[config.mk]
export PLATFORM = sky130hd
export DESIGN_NAME = hb_vote_watchdog
export DESIGN_NICKNAME = d
export VERILOG_FILES = /design/src/rtl/hbw_pkg.sv /design/src/rtl/hbw_datapath.sv /design/src/rtl/hbw_ctrl.sv /design/src/rtl/hb_vote_watchdog.sv
export SDC_FILE = /design/constraint.sdc
export NUM_CORES = 1
export LEC_CHECK = 0
export BUFFER_PORTS_ARGS = -buffer_cell sky130_fd_sc_hd__buf_2
export CORE_MARGIN = 3
export CORE_UTILIZATION = 25
export CTS_BUF_LIST = sky130_fd_sc_hd__clkbuf_4
export DETAILED_ROUTE_END_ITERATION = 10
export GPL_TIMING_DRIVEN = 0
export SETUP_SLACK_MARGIN = 0.5
export SLEW_MARGIN = 40
export SYNTH_ARGS = -nofsm -noshare
export SYNTH_HDL_FRONTEND = slang
export SYNTH_SLANG_ARGS = --single-unit
[constraint.sdc]
create_clock -name clk -period 3.85 [get_ports clk]
set_input_delay 0 -clock clk [delete_from_list [all_inputs] [get_ports clk]]
set_output_delay 0 -clock clk [all_outputs]
set_load 0.05 [all_outputs]
[src/rtl/hbw_pkg.sv]
package hbw_pkg;

  // Strobes issued by the control section to the silence datapath.
  typedef struct packed {
    logic tick;    // one-cycle time base pulse
    logic freeze;  // alarm latched: hold all silence counts
  } hbwStrobe_t;

endpackage

[src/rtl/hbw_datapath.sv]
module hbw_datapath
  import hbw_pkg::*;
#(
  parameter int N_CHAN      = 3,
  parameter int SHORT_TICKS = 20,
  parameter int LONG_TICKS  = 6000
) (
  input  logic              clk,
  input  logic              rst,
  input  logic [N_CHAN-1:0] stroke,
  input  hbwStrobe_t        strobe,
  output logic [N_CHAN-1:0] shortStop,
  output logic [N_CHAN-1:0] longStop
);

  localparam int SAT   = LONG_TICKS + 1;
  localparam int SIL_W = $clog2(SAT + 1);
  localparam logic [SIL_W-1:0] SAT_V   = SIL_W'(SAT);
  localparam logic [SIL_W-1:0] SHORT_V = SIL_W'(SHORT_TICKS);
  localparam logic [SIL_W-1:0] LONG_V  = SIL_W'(LONG_TICKS);

  logic [N_CHAN-1:0] strokePrev;
  logic [N_CHAN-1:0] rise;
  logic [SIL_W-1:0]  silence [N_CHAN];

  always_ff @(posedge clk) begin
    if (rst) strokePrev <= '0;
    else     strokePrev <= stroke;
  end

  assign rise = stroke & ~strokePrev;

  for (genvar i = 0; i < N_CHAN; i++) begin : g_chan
    always_ff @(posedge clk) begin
      if (rst) begin
        silence[i] <= '0;
      end else if (!strobe.freeze) begin
        if (rise[i])
          silence[i] <= '0;
        else if (strobe.tick && silence[i] != SAT_V)
          silence[i] <= silence[i] + 1'b1;
      end
    end

    assign shortStop[i] = silence[i] > SHORT_V;
    assign longStop[i]  = silence[i] > LONG_V;

    // the long limit lies above the short one
    a_r7_long_above_short: assert property (@(posedge clk) disable iff (rst)
      longStop[i] |-> shortStop[i]);

    // without a tick or a rising stroke the count does not move
    a_r4_hold_between_ticks: assert property (@(posedge clk) disable iff (rst)
      (!strobe.tick && !rise[i]) |=> $stable(silence[i]));

    // a rising stroke leaves the channel not stopped
    a_r3_rise_clears: assert property (@(posedge clk) disable iff (rst)
      (rise[i] && !strobe.freeze) |=> !shortStop[i]);
  end

endmodule

[src/rtl/hbw_ctrl.sv]
module hbw_ctrl
  import hbw_pkg::*;
#(
  parameter int N_CHAN   = 3,
  parameter int TICK_DIV = 25_000_000
) (
  input  logic              clk,
  input  logic              rst,
  input  logic [N_CHAN-1:0] shortStop,
  input  logic [N_CHAN-1:0] longStop,
  output hbwStrobe_t        strobe,
  output logic              alarm
);

  localparam int DIV_W = (TICK_DIV > 1) ? $clog2(TICK_DIV) : 1;
  localparam logic [DIV_W-1:0] DIV_LAST = DIV_W'(TICK_DIV - 1);
  localparam int CNT_W = $clog2(N_CHAN + 1);

  logic [DIV_W-1:0] divCnt;
  logic             tickNow;
  logic [CNT_W-1:0] silentCnt;
  logic             multiTrip;
  logic             singleTrip;

  // time base
  assign tickNow = (divCnt == DIV_LAST);

  always_ff @(posedge clk) begin
    if (rst)          divCnt <= '0;
    else if (tickNow) divCnt <= '0;
    else              divCnt <= divCnt + 1'b1;
  end

  // number of channels past the short limit
  always_comb begin
    silentCnt = '0;
    for (int i = 0; i < N_CHAN; i++)
      silentCnt = silentCnt + CNT_W'(shortStop[i]);
  end

  assign multiTrip  = silentCnt >= CNT_W'(2);
  assign singleTrip = |longStop;

  always_ff @(posedge clk) begin
    if (rst) alarm <= 1'b0;
    else     alarm <= alarm | multiTrip | singleTrip;
  end

  assign strobe.tick   = tickNow;
  assign strobe.freeze = alarm;

  // alarm is sticky
  a_r8_sticky: assert property (@(posedge clk) disable iff (rst)
    alarm |=> alarm);

  // two stopped channels raise the alarm on the next edge
  a_r6_multi_trip: assert property (@(posedge clk) disable iff (rst)
    ($countones(shortStop) >= 2) |=> alarm);

  // any channel past the long limit raises the alarm
  a_r5_single_trip: assert property (@(posedge clk) disable iff (rst)
    (|longStop) |=> alarm);

  // the alarm never rises without a cause
  a_r2_no_spurious: assert property (@(posedge clk) disable iff (rst)
    $rose(alarm) |-> ($past(|longStop) || ($past($countones(shortStop)) >= 2)));

  // ticks are isolated pulses
  a_r4_tick_gap: assert property (@(posedge clk) disable iff (rst)
    (TICK_DIV > 1 && strobe.tick) |=> !strobe.tick);

endmodule

[src/rtl/hb_vote_watchdog.sv]
module hb_vote_watchdog
  import hbw_pkg::*;
#(
  parameter int N_CHAN      = 3,
  parameter int TICK_DIV    = 25_000_000,
  parameter int SHORT_TICKS = 20,
  parameter int LONG_TICKS  = 6000
) (
  input  logic              clk,
  input  logic              rst,
  input  logic [N_CHAN-1:0] stroke,
  output logic              alarm
);

  hbwStrobe_t        strobe;
  logic [N_CHAN-1:0] shortStop;
  logic [N_CHAN-1:0] longStop;

  hbw_ctrl #(
    .N_CHAN  (N_CHAN),
    .TICK_DIV(TICK_DIV)
  ) u_ctrl (
    .clk      (clk),
    .rst      (rst),
    .shortStop(shortStop),
    .longStop (longStop),
    .strobe   (strobe),
    .alarm    (alarm)
  );

  hbw_datapath #(
    .N_CHAN     (N_CHAN),
    .SHORT_TICKS(SHORT_TICKS),
    .LONG_TICKS (LONG_TICKS)
  ) u_datapath (
    .clk      (clk),
    .rst      (rst),
    .stroke   (stroke),
    .strobe   (strobe),
    .shortStop(shortStop),
    .longStop (longStop)
  );

endmodule

==> results of run 1 <==
-- timing repair --
| action | in CTS | in global routing |
|---|---|---|
| gates resized for setup | 0 | 0 |
| hold endpoints to repair | 3 | 0 |
| buffers inserted | 0 | 0 |
| hold buffers | 3 | 0 |
-- sequential cells by signal, summed over array words and instances (netlist names) --
register / flops
u_datapath.strokePrev: 3
u_datapath.silence: 39
u_ctrl.divCnt: 25
u_ctrl.alarm: 1
-- cell type report --
cell class                      count  area [µm²]
Fill cell                        1502        9940
Multi-Input combinational cell    286        1790
Sequential cell                    68        1750
Tap cell                          180         225
Timing Repair Buffer               11        88.8
Clock inverter                      6        78.8
Clock buffer                       10        75.1
Buffer                             10        67.6
Inverter                           18        67.6
Antenna cell                        1        2.50
-- worst max-delay path, cell delays in order (launching register included) --
cell and delay [ns]:
dfxtp_1 0.41, ha_1 0.26, nand3_1 0.20, nor4b_4 0.58, nand2_1 0.27, o21ai_2 0.44
buf_6 0.20
-- kinds of logic after synthesis --
logic type | Yosys count | share of synthesized area
AOI/OAI and AO/OA | 22 | 0.0369
and+or+nand+nor | 197 | 0.277
DFF | 68 | 0.478
buffers and inverters | 28 | 0.0369
adders and majority gates | 11 | 0.0376
xor gates and xnor gates | 56 | 0.134
-- path summary, 6_finish.rpt --
kind                    startpoint                         to  depth (start not counted)
setup / recovery  u_ctrl.divCnt[0]  u_datapath.silence[2][12]                          6
hold / removal                 rst          u_ctrl.divCnt[22]                          4
setup reg to reg  u_ctrl.divCnt[0]  u_datapath.silence[2][12]                          6
hold reg to reg   u_ctrl.divCnt[0]           u_ctrl.divCnt[0]                          1
-- placed cells by master (no fill, tap or decap), drive strengths merged, types with 10 or more instances in the layout --
master  synthesis  final
nand3          31     31
ha             11     11
nor2           81     81
and3           10     10
edfxtp         39     39
clkbuf          7     17
nand2          20     20
buf             3     11
xor2           32     32
nor4           11     11
dfxtp          29     29
nand4          14     14
inv            17     18
xnor2          24     24
-- routing by layer --
metal	vias up	GRT usage	share of wire
li1	1377	-	-
met1	1297	0.118	0.49
met3	0	0.0309	0.037
met4	0	0.0151	0
met5	-	0	0
met2	30	0.151	0.47
-- per-stage QoR --
stage          instances   util  setup WS [ns]  power, W
5_1_grt              589  0.294           1.01   0.00153
3_3_place_gp         567  0.278          0.408  0.000935
6_report             590  0.295           1.21   0.00145
2_1_floorplan        382      -           1.09  0.000909
3_5_place_dp         570  0.281           1.19  0.000943
4_1_cts              589  0.294           1.18   0.00148
-- where the power goes --
group          switching (W)  internal, W  leakage [nW]  total, W
registers          0.0000314     0.000795         0.650  0.000826
clock network       0.000257     0.000266        0.0903  0.000524
logic              0.0000590    0.0000446         0.661  0.000104
total               0.000348      0.00111          1.40   0.00145
==> results.cfg, run 1 <==
[status]
status = completed

[route]
vias_per_cell = 4.58
antenna_left = 0
drt_iter0_markers = 94
drt_wl_total_um = 7130
drt_first_pass_iters = 4
avgRoutedWirePerCell_um = 12.1
drc = 0
vias = 2704

[worst_setup_path]
end_kind = flip-flop
setup.worst_path.class = flip-flop to flip-flop
path_max_fanout = 8
ff2ff_setup_slack_ns = 1.21
startpoint_type = flip-flop
worstPathRequired_ns = 3.98
critical_path_arrival_ns = 2.77

[clock_tree]
cts_buffers = 9
clkSinkCount = 68
clk_path_buf_depth = 2
htreeDepth = 3
cts_root_buf = clkbuf_4
worstSkewPairLatency_ns = 0.41
clk_pin_slew_ns = 0.11
cts_tree = done

[synth]
yosys-top-cells-area = edfxtp_1 (32%), dfxtp_1 (16%), nor2_1 (8.3%), xor2_1 (7.7%), xnor2_1 (5.7%)
synthArstFlopShare = 0
yosys.area.top_type = edfxtp_1
synth.distinct_cells = 39
synth_seq_cells = 68
ys_seq_area_frac = 0.478
avgSynthCellArea_um2 = 9.59
syn_area_um2 = 3660
dominantRegCellSynth = edfxtp_1
post-synth-top-count-cell = nor2_1
syn_nets = 398
yosys_warnings = 0
synth_top_area_share = 0.320
synth.top_cells.by_count = nor2_1 (81), edfxtp_1 (39), xor2_1 (32), nand3_1 (31), dfxtp_1 (29)
synth-edff-count = 39
synthCells = 382

[die]
die-area_um2 = 16100
std_cell_rows = 43
start_util = 0.260
num_io_pins = 6
die_h_um = 127
coreArea_um2 = 14100
dieWidth_um = 127

[sta]
max_slew_margin = 0.586
finalHoldViolCount = 0
rsz0062_at_grt = false
fin_setup_tns_ns = 0
worstMarginPinSlew_ns = 0.616
finalCritPeriodShare = 0.686
hold_ws_ns = 0.0809
final_max_slew_viol_count = 0
setup_viol = 0
fmax_mhz = 378
fin_crit_ns = 2.64
clock-skew-final_ns = 0.0219

[global_route]
grt_pass1_wl_um = 12300
grt_pass1_vias = 2683
track_usage = 0.0912
grt_antenna_before_repair = 0
grt_overflow = 0
grt_max_degree = 12

[power_and_ir_drop]
vdd_ir_drop_max_uv = 214
power_per_cell_area_nw_per_um2 = 350
p_leak_nw = 1.40

[layout]
area_delta_synth_final_pct = 13.3
final_nets = 420
final_cell_area_um2 = 4150
drive_gt1_frac = 0.0929

[place]
placedInstanceArea_um2 = 3970
io_buffer_count = 5
place_hpwl_um = 5120
gp_congestion = 0.818

[worst_hold_path]
hold_path.class = input port to flip-flop

[job]
maxCapViolations = 0
Power figures use the tool's default switching activity.
==> inputs of run 2 (changes only) <==
==> constraint.sdc (replaced) <==
create_clock -name clk -period 2.6 [get_ports clk]
set_input_delay 0 -clock clk [delete_from_list [all_inputs] [get_ports clk]]
set_output_delay 0 -clock clk [all_outputs]
set_load 0.05 [all_outputs]
==> results.cfg, run 2 (synthesized netlist as in run 1, its figures left out) <==
[status]
status = completed

[power_and_ir_drop]
vdd_ir_drop_max_uv = 202
power_per_cell_area_nw_per_um2 = 487
p_leak_nw = 1.46

[route]
vias_per_cell = 4.68
drt_wl_total_um = 7160
drt_iter0_markers = 118
avgRoutedWirePerCell_um = 12.0
drc = 0
vias = 2785
drt_first_pass_iters = 4
antenna_left = 0

[place]
place_ws_ns = 0.0688
gp_congestion = 0.805
place_hpwl_um = 4890
io_buffer_count = 5

[clock_tree]
cts_tree = done
clk_path_buf_depth = 2
clkSinkCount = 68
htreeDepth = 3
cts_buffers = 9
worstSkewPairLatency_ns = 0.41
cts_root_buf = clkbuf_4
clk_pin_slew_ns = 0.11

[worst_setup_path]
timing.rr.end = u_datapath.silence[1][0]
ff2ff_setup_slack_ns = 0.61
r2r_cells = 6
cpPeakStageDelay_ns = 0.39
path_max_fanout = 7
cpMaxStageDelayCell = dfxtp_1
critical_path_arrival_ns = 2.11
setup.worst_path.class = flip-flop to flip-flop
worstPathCellList = nand3_1, nor4_2, nor4b_4, nand2_2, o21ai_4, buf_6
worstPathRequired_ns = 2.73
reg2reg_from = u_ctrl.divCnt[20]
end_kind = flip-flop
startpoint_type = flip-flop

[global_route]
grt_overflow = 0
grt_max_degree = 14
grt_antenna_before_repair = 0
track_usage = 0.0906
grt_pass1_wl_um = 12200
grt_pass1_vias = 2644

[worst_hold_path]
holdPathEnd = u_ctrl.divCnt[18]
holdCritStartpoint = rst
hold_depth = 4
hold_path.class = input port to flip-flop

[die]
num_io_pins = 6
start_util = 0.260
die-area_um2 = 16100
std_cell_rows = 43
die_h_um = 127
dieWidth_um = 127
coreArea_um2 = 14100

[sta]
fin_crit_ns = 1.99
fin_ws_ns = 0.612
rsz0062_at_grt = true
fin_setup_tns_ns = 0
final_max_slew_viol_count = 0
worstMarginPinSlew_ns = 0.588
setup_viol = 0
fmax_mhz = 503
finalHoldViolCount = 0
finalCritPeriodShare = 0.765
max_slew_margin = 0.604
clock-skew-final_ns = 0.0143

[layout]
mostFrequentLayoutCells = nor2_1 (81), edfxtp_1 (39), xor2_1 (32)
final_nets = 426
area_delta_synth_final_pct = 17.1
top_regs = u_datapath.silence (39), u_ctrl.divCnt (25), u_datapath.strokePrev (3)
largest_reg_flops = 39
regMostFlops = u_datapath.silence
drive_gt1_frac = 0.149
n_fill_cell = 1474
fin_util = 0.304
final_common_cell = nor2_1
diodes = 0

[job]
maxCapViolations = 0
[run 2: changes by cell type in the layout (fill, tap and decap cells not counted), sizes merged]
cell / delta
buf: +6
clkinv: -2
inv: +2
bufinv: -1
clkbuf: +1
diode: -1
[run 2: how the worst max path moves through the flow]
stage                                        start                       end  cells past startpoint
after detailed placement         u_ctrl.divCnt[11]  u_datapath.silence[1][6]                      5
after floorplan                  u_ctrl.divCnt[23]  u_datapath.silence[1][0]                      5
after global placement           u_ctrl.divCnt[18]  u_datapath.silence[0][3]                      5
final                            u_ctrl.divCnt[20]  u_datapath.silence[1][0]                      6
after CTS                        u_ctrl.divCnt[11]  u_datapath.silence[1][1]                      6
after global routing      u_datapath.silence[0][0]  u_datapath.silence[0][0]                      6
[run 2: area by class of cell]
type	count	area (µm²)	area share
multi-input cells	286	1870	0.437
flip-flops and latches	68	1760	0.411
well taps	180	225	0.0525
repair buffers	17	159	0.0370
clock buffers	11	82.6	0.0192
plain buffers	10	67.6	0.0157
inverters	18	67.6	0.0157
clock inverters	5	51.3	0.0120
[run 2: where the power goes]
group / switching [W] / internal (W)
Clock: 0.000386 / 0.000313
Sequential: 0.0000463 / 0.00118
Combinational: 0.0000918 / 0.0000768
[run 2: worst max-delay path: cells and delay by family (launching register included)]
| family | cells | cell delay, ns |
|---|---|---|
| simple gates | 4 | 0.94 |
| flops | 1 | 0.39 |
| compound gates | 1 | 0.21 |
| buf+inv | 1 | 0.16 |
[run 2: metal layers]
| layer | GRT usage | up-vias | wire (µm) | part of all wire |
|---|---|---|---|---|
| met3 | 0.0242 | 10 | 220 | 0.031 |
| met1 | 0.118 | 1348 | 3400 | 0.48 |
| met4 | 0.0252 | 0 | 109 | 0.015 |
| met2 | 0.148 | 32 | 3420 | 0.48 |
| met5 | 0 | - | 0 | 0 |
| li1 | - | 1395 | - | - |
[run 2: stage by stage]
stage,hold slack (ns),std cells,area (µm²),total power (W)
floorplan,0.128,382,3710,0.00135
global placement,0.246,567,3960,0.00139
detailed placement,0.258,567,3970,0.00139
CTS,0.0539,591,4220,0.00211
global route,0.0790,595,4290,0.00218
finish,0.0821,595,4290,0.00209
[run 2: what timing repair did]
action,CTS,global route
setup buffers,5,4
pin swaps,2,4
endpoints found under the setup margin,98,98
hold buffers,3,0
hold endpoints to repair,3,0
resized for setup,4,14
==> inputs of run 3 (changes only) <==
==> constraint.sdc (replaced) <==
create_clock -name clk -period 1.8 [get_ports clk]
set_input_delay 0 -clock clk [delete_from_list [all_inputs] [get_ports clk]]
set_output_delay 0 -clock clk [all_outputs]
set_load 0.05 [all_outputs]
==> results.cfg, run 3 (synthesized netlist as in run 1, its figures left out) <==
[power_and_ir_drop]
swShare = 0.253
p_switching_w = 0.000784
vdd_ir_drop_max_uv = 434
clockPowerShare = 0.326
p_leak_nw = 1.64
p_int_w = 0.00231
comb_power_share = 0.104
p_seq_frac = 0.570
power_per_cell_area_nw_per_um2 = 653

[sta]
fmax_mhz = 510
max_slew_margin = 0.651
clock-skew-final_ns = 0.0257
rsz0062_at_grt = true
worstMarginPinSlew_ns = 0.519
finalHoldViolCount = 0
setup_viol = 103
final_max_slew_viol_count = 0
fin_crit_ns = 1.96
fin_setup_tns_ns = -11.47
hold_ws_ns = 0.0842
fin_ws_ns = -0.161
finalCritPeriodShare = 1.09

[layout]
area_delta_synth_final_pct = 29.3
fin_util = 0.336
final_nets = 445
final_cell_area_um2 = 4740
largest_reg_flops = 39
drive_gt1_frac = 0.293
top_regs = u_datapath.silence (39), u_ctrl.divCnt (25), u_datapath.strokePrev (3)
final_common_cell = nor2_1
diodes = 0
regMostFlops = u_datapath.silence
mostFrequentLayoutCells = nor2_1 (52), edfxtp_1 (39), xor2_1 (32)

[worst_setup_path]
ff2ff_setup_slack_ns = -0.16
end_kind = flip-flop
setup.worst_path.class = flip-flop to flip-flop
critical_path_arrival_ns = 2.13
path_max_fanout = 13
cp-startpoint = u_datapath.silence[2][7]
setup.worst_path.end = u_datapath.silence[2][8]
cp.depth = 5
startpoint_type = flip-flop
cpPeakStageDelay_ns = 0.56
cpMaxStageDelayCell = or4_4
worst-path-buf-inv = 2
timing.rr.end = u_datapath.silence[2][8]
worstPathRequired_ns = 1.96
r2r_cells = 5
reg2reg_from = u_datapath.silence[2][7]
worstPathCellList = or4_4, nor4_4, buf_4, o21ai_4, buf_12
path_delay_family = simple AND/OR/NAND/NOR gates

[die]
die_h_um = 127
num_io_pins = 6
std_cell_rows = 43
start_util = 0.260
coreArea_um2 = 14100
die-area_um2 = 16100
dieWidth_um = 127

[route]
drt_wl_total_um = 7500
antenna_left = 0
avgRoutedWirePerCell_um = 12.2
drt_first_pass_iters = 4
highest_layer = met4
wl_met1_um = 3490
vias = 2819
drc = 0
vias_per_cell = 4.59
drt_iter0_markers = 124
dr_wl_met2_um = 3760
wl_met3_um = 145

[clock_tree]
cts_tree = done
clk_path_buf_depth = 2
htreeDepth = 3
cts_buffers = 9
clkSinkCount = 68
worstSkewPairLatency_ns = 0.41
cts_root_buf = clkbuf_4
clk_pin_slew_ns = 0.11

[global_route]
grt_pass1_wl_um = 13000
track_usage = 0.0967
grt_max_degree = 14
grt_overflow = 0
grt_antenna_before_repair = 0
grt_pass1_vias = 2828

[status]
status = complete, but fails checks
violations = negative setup slack

[place]
io_buffer_count = 5
placedInstanceArea_um2 = 3970
place_hpwl_um = 4850
gp_congestion = 0.787

[job]
maxCapViolations = 0

[worst_hold_path]
hold_path.class = input port to flip-flop
run 3: power by group through the flow:
stage	Combinational, W	Clock [W]	Sequential (W)
finish	0.000322	0.00101	0.00176
global route	0.000351	0.00110	0.00177
CTS	0.000300	0.00103	0.00176
detailed placement	0.000211	0	0.00180
global placement	0.000206	0	0.00180
floorplan	0.000161	0	0.00179
run 3: repair_timing:
item / CTS / global route
gates cloned: 2 / 0
gates resized for setup: 36 / 43
hold endpoints to repair: 3 / 0
endpoints found under the setup margin: 104 / 104
setup buffers: 18 / 8
pin swaps: 19 / 11
hold buffers: 3 / 0
run 3: metrics by stage:
stage | setup WS (ns) | power (W) | cells
after detailed placement | -0.712 | 0.00201 | 567
after floorplan | -0.299 | 0.00195 | 382
after global routing | -0.281 | 0.00322 | 614
final | -0.161 | 0.00309 | 614
after global placement | -0.659 | 0.00200 | 567
after CTS | -0.184 | 0.00310 | 606
run 3: routing by layer:
| layer | track usage | up-vias |
|---|---|---|
| li1 | - | 1436 |
| met1 | 0.120 | 1342 |
| met2 | 0.169 | 30 |
| met3 | 0.0226 | 11 |
| met4 | 0.0246 | 0 |
| met5 | 0 | - |
run 3: worst min path at each step:
stage                          from                       end  cells after the start
after CTS                       rst         u_ctrl.divCnt[22]                      4
final                           rst         u_ctrl.divCnt[22]                      4
after global routing            rst         u_ctrl.divCnt[22]                      4
after detailed placement  stroke[2]  u_datapath.strokePrev[2]                      2
after global placement    stroke[2]  u_datapath.strokePrev[2]                      2
after floorplan           stroke[0]  u_datapath.strokePrev[0]                      1
run 3: worst reg2reg max path, cell delays in order (launching register included):
cell and delay, ns:
edfxtp_1 0.47, or4_4 0.56, nor4_4 0.29, buf_4 0.18
o21ai_4 0.06, buf_12 0.16
run 3: area by class of cell:
class	instances	area [µm²]
flip-flops and latches	68	1780
plain buffers	10	72.6
multi-input cells	286	2040
repair buffers	36	412
inverters	18	67.6
clock buffers	11	82.6
fillers	1441	9360
clock inverters	5	52.6
well taps	180	225
